<file path="src/rtl/ctx_push_pkg.sv">
package ctx_push_pkg;
  localparam int unsigned LANE_W   = 8;
  localparam int unsigned BUS_W    = 16;
  localparam int unsigned WORD_OPS = 2;
  localparam int unsigned BYTE_OPS = 4;

  typedef logic [LANE_W-1:0] lane_t;
  typedef logic [1:0]        step_t;
endpackage

</file>
<file path="src/rtl/ctx_push_lane.sv">
module ctx_push_lane
  import ctx_push_pkg::*;
(
  input  logic             word_i,
  input  logic             lsb_i,
  input  lane_t            lo_i,
  input  lane_t            hi_i,
  output logic [BUS_W-1:0] data_o,
  output logic [1:0]       be_o
);
  for (genvar g = 0; g < 2; g++) begin : g_lane
    localparam logic LANE_ID = 1'(g);
    logic hit;
    assign hit = (lsb_i == LANE_ID);
    assign be_o[g] = word_i | hit;
    if (g == 0) begin : g_low
      assign data_o[LANE_W-1:0] = (word_i | hit) ? lo_i : '0;
    end else begin : g_high
      assign data_o[BUS_W-1:LANE_W] = word_i ? hi_i : (hit ? lo_i : '0);
    end
  end
endmodule

</file>
<file path="src/rtl/ctx_push_plan.sv">
module ctx_push_plan
  import ctx_push_pkg::*;
#(
  parameter int unsigned ADDR_W = 16,
  parameter int unsigned PC_W   = 20
) (
  input  step_t                  step_i,
  input  logic                   aligned_i,
  input  logic [ADDR_W-1:0]      sp_i,
  input  logic [PC_W-1:0]        pc_i,
  input  lane_t                  flg_lo_i,
  input  logic [8-(PC_W-16)-1:0] flg_top_i,
  output logic [ADDR_W-1:0]      addr_o,
  output logic [BUS_W-1:0]       data_o,
  output logic [1:0]             be_o
);
  localparam int unsigned PC_TOP_W = PC_W - 16;

  // slot k is the byte stored at S-1-k
  logic [3:0][LANE_W-1:0] slot;
  assign slot[0] = {flg_top_i, pc_i[PC_W-1 -: PC_TOP_W]};
  assign slot[1] = flg_lo_i;
  assign slot[2] = pc_i[15:8];
  assign slot[3] = pc_i[7:0];

  logic [ADDR_W-1:0] offs;
  lane_t             lo_b;
  lane_t             hi_b;

  always_comb begin
    if (aligned_i) begin
      offs = ADDR_W'(2) + ADDR_W'({step_i[0], 1'b0});
      lo_b = slot[{step_i[0], 1'b1}];
      hi_b = slot[{step_i[0], 1'b0}];
    end else begin
      offs = ADDR_W'(1) + ADDR_W'(step_i);
      lo_b = slot[step_i];
      hi_b = '0;
    end
  end

  assign addr_o = sp_i - offs;

  ctx_push_lane u_lane (
    .word_i (aligned_i),
    .lsb_i  (addr_o[0]),
    .lo_i   (lo_b),
    .hi_i   (hi_b),
    .data_o (data_o),
    .be_o   (be_o)
  );
endmodule

</file>
<file path="src/rtl/ctx_push_ctrl.sv">
module ctx_push_ctrl
  import ctx_push_pkg::*;
(
  input  logic  clk,
  input  logic  rst,
  input  logic  start_i,
  input  logic  rdy_i,
  input  logic  aligned_i,
  output logic  busy_o,
  output logic  aligned_o,
  output step_t step_nxt_o,
  output logic  fire_o,
  output logic  load_o,
  output logic  fin_o,
  output logic  done_o
);
  step_t step_q;
  logic  busy_q;
  logic  aligned_q;
  logic  done_q;
  logic  accept;
  logic  last;

  assign fire_o     = start_i & ~busy_q;
  assign accept     = busy_q & rdy_i;
  assign last       = aligned_q ? (step_q == step_t'(WORD_OPS - 1))
                                : (step_q == step_t'(BYTE_OPS - 1));
  assign fin_o      = accept & last;
  assign load_o     = fire_o | (accept & ~last);
  assign step_nxt_o = fire_o ? '0 : step_q + step_t'(1);

  always_ff @(posedge clk) begin
    if (rst) begin
      busy_q    <= 1'b0;
      step_q    <= '0;
      aligned_q <= 1'b0;
      done_q    <= 1'b0;
    end else begin
      done_q <= fin_o;
      if (fire_o) begin
        busy_q    <= 1'b1;
        step_q    <= '0;
        aligned_q <= aligned_i;
      end else if (accept) begin
        if (last) busy_q <= 1'b0;
        else      step_q <= step_q + step_t'(1);
      end
    end
  end

  assign busy_o    = busy_q;
  assign aligned_o = aligned_q;
  assign done_o    = done_q;

  a_r7_done_single: assert property (@(posedge clk) disable iff (rst)
    done_q |=> !done_q);
  a_r9_start_ignored: assert property (@(posedge clk) disable iff (rst)
    busy_q && start_i && !rdy_i |=> busy_q && $stable(step_q) && $stable(aligned_q));
  a_r1_word_count: assert property (@(posedge clk) disable iff (rst)
    busy_q && aligned_q |-> step_q < step_t'(WORD_OPS));
  a_r11_reset_idle: assert property (@(posedge clk) disable iff (rst)
    $past(rst) |-> !busy_q && !done_q);
endmodule

</file>
<file path="src/rtl/ctx_push_seq.sv">
module ctx_push_seq
  import ctx_push_pkg::*;
#(
  parameter int unsigned ADDR_W  = 16,
  parameter int unsigned PC_W    = 20,
  parameter bit          USE_RDY = 1'b1
) (
  input  logic                   clk,
  input  logic                   rst,
  input  logic                   start_i,
  input  logic                   stk_sel_i,
  input  logic [ADDR_W-1:0]      usp_i,
  input  logic [ADDR_W-1:0]      isp_i,
  input  logic [PC_W-1:0]        pc_i,
  input  logic [7:0]             flg_lo_i,
  input  logic [8-(PC_W-16)-1:0] flg_top_i,
  input  logic                   mem_rdy_i,
  output logic [ADDR_W-1:0]      mem_addr_o,
  output logic [15:0]            mem_wdata_o,
  output logic [1:0]             mem_be_o,
  output logic                   mem_we_o,
  output logic [ADDR_W-1:0]      sp_new_o,
  output logic                   sp_sel_o,
  output logic                   done_o
);
  localparam int unsigned FLG_TOP_W = 8 - (PC_W - 16);
  localparam int unsigned FRAME_B   = 4;

  logic rdy_eff;
  if (USE_RDY) begin : g_rdy
    assign rdy_eff = mem_rdy_i;
  end else begin : g_no_rdy
    assign rdy_eff = 1'b1;
  end

  logic [ADDR_W-1:0]    sp_pick;
  logic [ADDR_W-1:0]    sp_q;
  logic [PC_W-1:0]      pc_q;
  lane_t                flo_q;
  logic [FLG_TOP_W-1:0] ftop_q;
  logic                 sel_q;

  logic  busy;
  logic  aligned_q;
  step_t step_nxt;
  logic  fire;
  logic  load;
  logic  fin;

  assign sp_pick = stk_sel_i ? isp_i : usp_i;

  ctx_push_ctrl u_ctrl (
    .clk        (clk),
    .rst        (rst),
    .start_i    (start_i),
    .rdy_i      (rdy_eff),
    .aligned_i  (~sp_pick[0]),
    .busy_o     (busy),
    .aligned_o  (aligned_q),
    .step_nxt_o (step_nxt),
    .fire_o     (fire),
    .load_o     (load),
    .fin_o      (fin),
    .done_o     (done_o)
  );

  // context seen by the planner: live inputs on the start cycle, captured copy after
  logic [ADDR_W-1:0]    sp_m;
  logic [PC_W-1:0]      pc_m;
  lane_t                flo_m;
  logic [FLG_TOP_W-1:0] ftop_m;
  logic                 aligned_m;

  assign sp_m      = fire ? sp_pick     : sp_q;
  assign pc_m      = fire ? pc_i        : pc_q;
  assign flo_m     = fire ? flg_lo_i    : flo_q;
  assign ftop_m    = fire ? flg_top_i   : ftop_q;
  assign aligned_m = fire ? ~sp_pick[0] : aligned_q;

  logic [ADDR_W-1:0] op_addr;
  logic [BUS_W-1:0]  op_data;
  logic [1:0]        op_be;

  ctx_push_plan #(.ADDR_W(ADDR_W), .PC_W(PC_W)) u_plan (
    .step_i    (step_nxt),
    .aligned_i (aligned_m),
    .sp_i      (sp_m),
    .pc_i      (pc_m),
    .flg_lo_i  (flo_m),
    .flg_top_i (ftop_m),
    .addr_o    (op_addr),
    .data_o    (op_data),
    .be_o      (op_be)
  );

  always_ff @(posedge clk) begin
    if (rst) begin
      sp_q        <= '0;
      pc_q        <= '0;
      flo_q       <= '0;
      ftop_q      <= '0;
      sel_q       <= 1'b0;
      mem_addr_o  <= '0;
      mem_wdata_o <= '0;
      mem_be_o    <= '0;
      sp_new_o    <= '0;
      sp_sel_o    <= 1'b0;
    end else begin
      if (fire) begin
        sp_q   <= sp_pick;
        pc_q   <= pc_i;
        flo_q  <= flg_lo_i;
        ftop_q <= flg_top_i;
        sel_q  <= stk_sel_i;
      end
      if (load) begin
        mem_addr_o  <= op_addr;
        mem_wdata_o <= op_data;
        mem_be_o    <= op_be;
      end
      if (fin) begin
        sp_new_o <= sp_q - ADDR_W'(FRAME_B);
        sp_sel_o <= sel_q;
      end
    end
  end

  assign mem_we_o = busy;

  a_r8_stall_hold: assert property (@(posedge clk) disable iff (rst)
    mem_we_o && !rdy_eff |=> mem_we_o && $stable(mem_addr_o)
                             && $stable(mem_wdata_o) && $stable(mem_be_o));
  a_r1_word_even: assert property (@(posedge clk) disable iff (rst)
    mem_we_o && mem_be_o == 2'b11 |-> !mem_addr_o[0]);
  a_r4_lane_parity: assert property (@(posedge clk) disable iff (rst)
    mem_we_o && mem_be_o != 2'b11 |-> mem_be_o == (mem_addr_o[0] ? 2'b10 : 2'b01));
  a_r4_be_nonzero: assert property (@(posedge clk) disable iff (rst)
    mem_we_o |-> mem_be_o != 2'b00);
  a_r11_no_strobe: assert property (@(posedge clk) disable iff (rst)
    $past(rst) |-> !mem_we_o && !done_o);
endmodule

</file>
<file path="config.mk">
export PLATFORM = sky130hd
export DESIGN_NAME = ctx_push_seq
export DESIGN_NICKNAME = d
export VERILOG_FILES = /design/src/rtl/ctx_push_pkg.sv /design/src/rtl/ctx_push_lane.sv /design/src/rtl/ctx_push_plan.sv /design/src/rtl/ctx_push_ctrl.sv /design/src/rtl/ctx_push_seq.sv
export SDC_FILE = /design/constraint.sdc
export NUM_CORES = 1
export LEC_CHECK = 0
export CORE_ASPECT_RATIO = 0.8
export CORE_UTILIZATION = 30
export DETAILED_ROUTE_END_ITERATION = 6
export HOLD_SLACK_MARGIN = 0.12
export SLEW_MARGIN = 20
export SYNTH_ARGS = -nofsm -noshare
export SYNTH_HDL_FRONTEND = slang
export SYNTH_SLANG_ARGS = --single-unit
</file>
<file path="constraint.sdc">
create_clock -name clk -period 4.4 [get_ports clk]
set_clock_uncertainty 0.2 [all_clocks]
set_input_delay 0.66 -clock clk [delete_from_list [all_inputs] [get_ports clk]]
set_output_delay 0.66 -clock clk [all_outputs]
set_load 0.005 [all_outputs]
</file>
**Yosys cells after proc, flatten, opt, wreduce, memory -nomap -nowiden**

Index checks and enable logic that the tools add are counted.
W data, S select, Z words.

- Flip-flop bits (word level): 105

- Add/subtract/negate cells: 5
- $lt $le $gt $ge: 3
- Eq/ne operators: 2
- Muxes and demuxes: 22
- Bitwise gates (word level): 11
- Reduce and logical (&&, ||, !) cells: 5

Operators by type and width:

| kind | count |
|---|---|
| $mux W8 | 10 |
| $mux W16 | 3 |
| $mux W20 | 1 |
| $bmux W8 S2 | 1 |
| $sub A16 B16 Y16 | 1 |
| $sub A16 B3 Y16 const B | 1 |
| $lt A2 B3 Y1 const B | 3 |
| $mux W1 | 5 |
| $and A1 B1 Y1 | 4 |
| $mux W4 | 1 |
| $not A1 Y1 | 4 |
| $reduce_and A2 Y1 | 2 |
| $reduce_bool A2 Y1 | 2 |
| $add A1 B2 Y3 const A | 1 |
| $add A2 B2 Y3 const A | 1 |
| $or A1 B1 Y1 | 3 |
| $add A2 B1 Y2 const B | 1 |
| $eq A2 B1 Y1 const B | 1 |
| $eq A2 B2 Y1 const B | 1 |
| $mux W2 | 1 |
| $reduce_or A2 Y1 | 1 |

**Longest topological paths before layout**

- Depth after elaboration: 9
- Depth in mapped cells: 16
- Mapped depth without buffers: 12

**Modules after synthesis**

From an unflattened synthesis, not the netlist that was laid out.

- Cell total of the unflattened synthesis: 569
- Area, all modules: 5310.1 um2

By module, submodules not included:

| module | instances | cells each | area each (um2) | sequential area each (um2) |
|---|---|---|---|---|
| ctx_push_seq | 1 | 395 | 4032.6 | 2001.9 |
| ctx_push_plan | 1 | 123 | 847.1 | 0.0 |
| ctx_push_ctrl | 1 | 26 | 237.7 | 100.1 |
| ctx_push_lane | 1 | 25 | 192.7 | 0.0 |

**Worst setup path before layout**

OpenSTA, ideal clock, no wires.

- Kind: input-to-reg
- Start: input start_i
- End: register mem_addr_o[15]
- Arrival: 3.866 ns
- Required time: 4.083 ns
- Slack: 0.217 ns
- Cell stages on the path: 16
- Cell sequence: nor2b_1 > buf_6 > buf_6 > buf_2 > buf_2 > clkbuf_1 > nor2_1 > ha_1 > o21ai_0 > ha_1 > nor2b_1 > o21ai_0 > nand4b_2 > nor4_4 > xnor2_1 > a22o_1

- Word-level cells in the longest chain between the ends: 5

Ends and longest elaborated chain:

| item | line | RTL |
|---|---|---|
| start, declared | ctx_push_seq.sv:10 | `input logic start_i,` |
| $and A1 B1 Y1 * | ctx_push_ctrl.sv:24 | `assign fire_o = start_i & ~busy_q;` |
| $mux W2 | ctx_push_ctrl.sv:30 | `assign step_nxt_o = fire_o ? '0 : step_q + step_t'(1);` |
| $add A1 B2 Y3 / $add A2 B2 Y3 (equally long branches) | ctx_push_plan.sv:36, ctx_push_plan.sv:32 |  |
| $mux W16 | ctx_push_plan.sv:31 | `if (aligned_i) begin` |
| $sub A16 B16 Y16 | ctx_push_plan.sv:42 | `assign addr_o = sp_i - offs;` |
| end signal, assigned | ctx_push_seq.sv:117 | `mem_addr_o <= op_addr;` |
| end, declared | ctx_push_seq.sv:18 | `output logic [ADDR_W-1:0] mem_addr_o,` |

Mark *: on every way between the ends. The rest lies on a longest branch, timed or not.
A chain may end at the register's enable or synchronous reset.

**Worst setup path in the final report**

- Start: input stk_sel_i
- End: register mem_addr_o[10]

- Word-level cells in the longest chain between the ends: 5

Ends and longest elaborated chain:

| item | line | RTL |
|---|---|---|
| start, declared | ctx_push_seq.sv:11 | `input logic stk_sel_i,` |
| $mux W16 * | ctx_push_seq.sv:50 | `assign sp_pick = stk_sel_i ? isp_i : usp_i;` |
| $not A1 Y1 | ctx_push_seq.sv:78 | `assign aligned_m = fire ? ~sp_pick[0] : aligned_q;` |
| $mux W1 | -- |  |
| $mux W16 | ctx_push_plan.sv:31 |  |
| $sub A16 B16 Y16 * | ctx_push_plan.sv:42 |  |

Marks and branches as above.

==> impl_metrics.toml <==
[detailed_routing]
vias = 4712
detail_route.wirelength_um = 15100
wire_per_inst_um = 16.2
drtIter0Drc = 281
final_antenna_net_count = 0
viasPerCell = 5.06
drcViolationCount = 0
drt_pre_antenna_iters = 4

[synthesis]
synth_fa_ha_area_share_pct = 1.57
synth_area_mm2 = 0.00527
synth_top_family_by_area = "simple AND/OR/NAND/NOR gates"
synthArstFlopShare_pct = 0
yosysTopAreaCell = "dfxtp_1"
synth_cell_types = 57
ys_ff_latch = 105
synth_compound_area_share_pct = 16.7
synth_nets = 683
yosys-top-cells-count = "105 x dfxtp_1, 89 x nand2_1, 83 x nor2_1"
synth-xor-area-share_pct = 3.66
syn_inst = 608
synthMuxAreaShare_pct = 13.7
synth.top_cells.by_area = "dfxtp_1 40%, nand2_1 6.3%, nor2_1 5.9%"
synth_seq_area_share_pct = 39.9
synth-edff-count = 0
synth_area_per_cell_um2 = 8.67
yosys.area.top_type_share_pct = 39.9
yosysMostFrequentCell = "dfxtp_1"
synth_warnings = 0
synthSimpleGateAreaFrac_pct = 19.8
synth_flop_cell = "dfxtp_1"

[job]
cap_violations = 0

[clocking]
clkTransAtPathRegs_ns = 0.07
cts_tree = "built"
numCtsBuffers = 9
clock-sinks = 105
htreeDepth = 3
ctsRootBufferMaster = "clkbuf_16"
cts_buffer_depth = 2
cts-hold-fix-buffers = 0
clkLatencyLatePin_ns = 0.35
post_cts_buffers = 0
cts_resized = 0

[floorplanning]
start_util_pct = 31.2
core_area_mm2 = 0.0169
io_pins = 122
die-width_um = 150
die_h_um = 121
rows = 42
die-area_mm2 = 0.0181

[sta]
fmax_ghz = 0.267
fin_crit_ns = 3.75
hold_slack_ns = 0.257
hold_viol_final = 0
report.final.slew_viol_count = 0
worst_slew_pin_slew_ns = 0.885
tns_ns = 0
slew_headroom_pct = 41.0
setup_viol = 0
fin_crit_sh_pct = 85.2
rsz0062_at_grt = "false"

[hold_path]
holdCritStartpoint = "ftop_q[2]$_SDFF_PP0_"
hold_path.class = "flip-flop to flip-flop"
hold_depth = 2

[grt]
grt_pass1_vias = 4410
grt_remaining_overflow = 0
track_usage_pct = 16.8
grt_max_degree = 56
grt_pass1_wl_um = 23300
antenna_found_initial = 0

[cells_and_area]
fill_cells = 1667
layoutNonFillerInstCount = 932
area_delta_synth_final_pct = 32.4
nets = 782
post_route_cells_drive_above_1_share_pct = 9.55
diodes = 0

[power]
ir_drop_mv = 0.181
leakagePower_uw = 0.00252
powerDensity_mw_per_mm2 = 360

[worst_setup_path]
critPathLaunch = "stk_sel_i"
path_max_fanout = 8
worstSetupPathType = "primary input to flip-flop"
r2r_start = "u_ctrl.busy_o$_SDFFE_PP0P_"
reg2reg_depth = 10
crit_path_end_kind = "flip-flop"
worstPathRequired_ns = 4.47
start_kind = "primary input"
arrival_ns = 3.81

[place]
hpwlAfterDp_um = 10900
io_buffers = 121
dp.cells = 916
place_congestion = 0.815

[status]
status = "completed"
-- power by group --
part	leakage, µW	internal, µW	switching (µW)
combinational	0.00151	275	301
clock	0.000149	501	373
sequential	0.000861	1010	50.3
-- cells in the final DEF, fill, tap and decap left out, types with 9 or more instances in the layout --
| cell | netlist | layout |
|---|---|---|
| a21oi_1 | 51 | 51 |
| xor2_1 | 10 | 10 |
| o21ai_0 | 16 | 16 |
| nor3_1 | 20 | 20 |
| clkbuf_16 | 0 | 9 |
| mux2_2 | 11 | 11 |
| dfxtp_1 | 105 | 105 |
| nor2_1 | 83 | 83 |
| buf_4 | 0 | 15 |
| xnor2_1 | 12 | 12 |
| mux2i_1 | 27 | 27 |
| clkdlybuf4s50_1 | 0 | 120 |
| nand2_1 | 89 | 89 |
| a211oi_1 | 28 | 28 |
-- routing by layer --
layer / track usage [%] / vias to the layer above / routed length [µm]
met5: 0 / - / 0
met4: 4.55 / 0 / 157
met3: 4.23 / 14 / 939
met2: 25.0 / 110 / 6560
met1: 23.8 / 2228 / 7430
li1: - / 2360 / -
-- cells by family after synthesis --
logic type      Yosys count
simple gates            229
compound gates          134
flops                   105
mux                      58
buf+inv                  54
xor+xnor                 22
fa+ha+maj                 6
-- path summary, 6_finish.rpt --
check | endpoint | slack [ns]
worst max-delay path | mem_addr_o[10]$_SDFFE_PP0P_ | 0.65
worst min-delay path | ftop_q[2]$_SDFF_PP0_ | 0.26
worst max register to register | mem_addr_o[10]$_SDFFE_PP0P_ | 1.02
worst min register to register | ftop_q[2]$_SDFF_PP0_ | 0.26
-- worst max-delay path: stages --
cell,delay (ns)
clkdlybuf4s50_1,0.50
mux2i_1,0.33
nand2_1,0.12
nand2_1,0.24
o21ai_0,0.23
fa_1,0.48
a21oi_1,0.25
nand3_1,0.26
nor4b_4,0.37
xor2_1,0.11
a211oi_1,0.26
-- final cells by class --
| cell class | instances | area, µm² | share of cell area (%) |
|---|---|---|---|
| clock buffers | 10 | 229 | 3.28 |
| clock inverters | 6 | 92.6 | 1.33 |
| inverters | 7 | 26.3 | 0.377 |
| multi-input cells | 449 | 2940 | 42.1 |
| flip-flops and latches | 105 | 2100 | 30.1 |
| well taps | 220 | 275 | 3.95 |
| repair buffers | 135 | 1310 | 18.8 |
-- through the flow --
step                      util (%)  worst slack, ns  total power (µW)  area, µm²
after floorplan                  -            0.217              1420       5270
after global placement        39.4            0.445              1650       6650
after detailed placement      39.4            0.257              1660       6650
after CTS                     41.4            0.652              2540       6980
after global routing          41.4            0.348              2630       6980
final                         41.4            0.651              2510       6980
-- state kept, by name (all words and copies together), names as in the netlist, 2 cells and up --
signal,flops
mem_be_o,2
sp_q,16
mem_addr_o,16
ftop_q,4
pc_q,20
sp_new_o,16
mem_wdata_o,16
u_ctrl.step_q,2
flo_q,8
(Power assumes the default switching activity.)
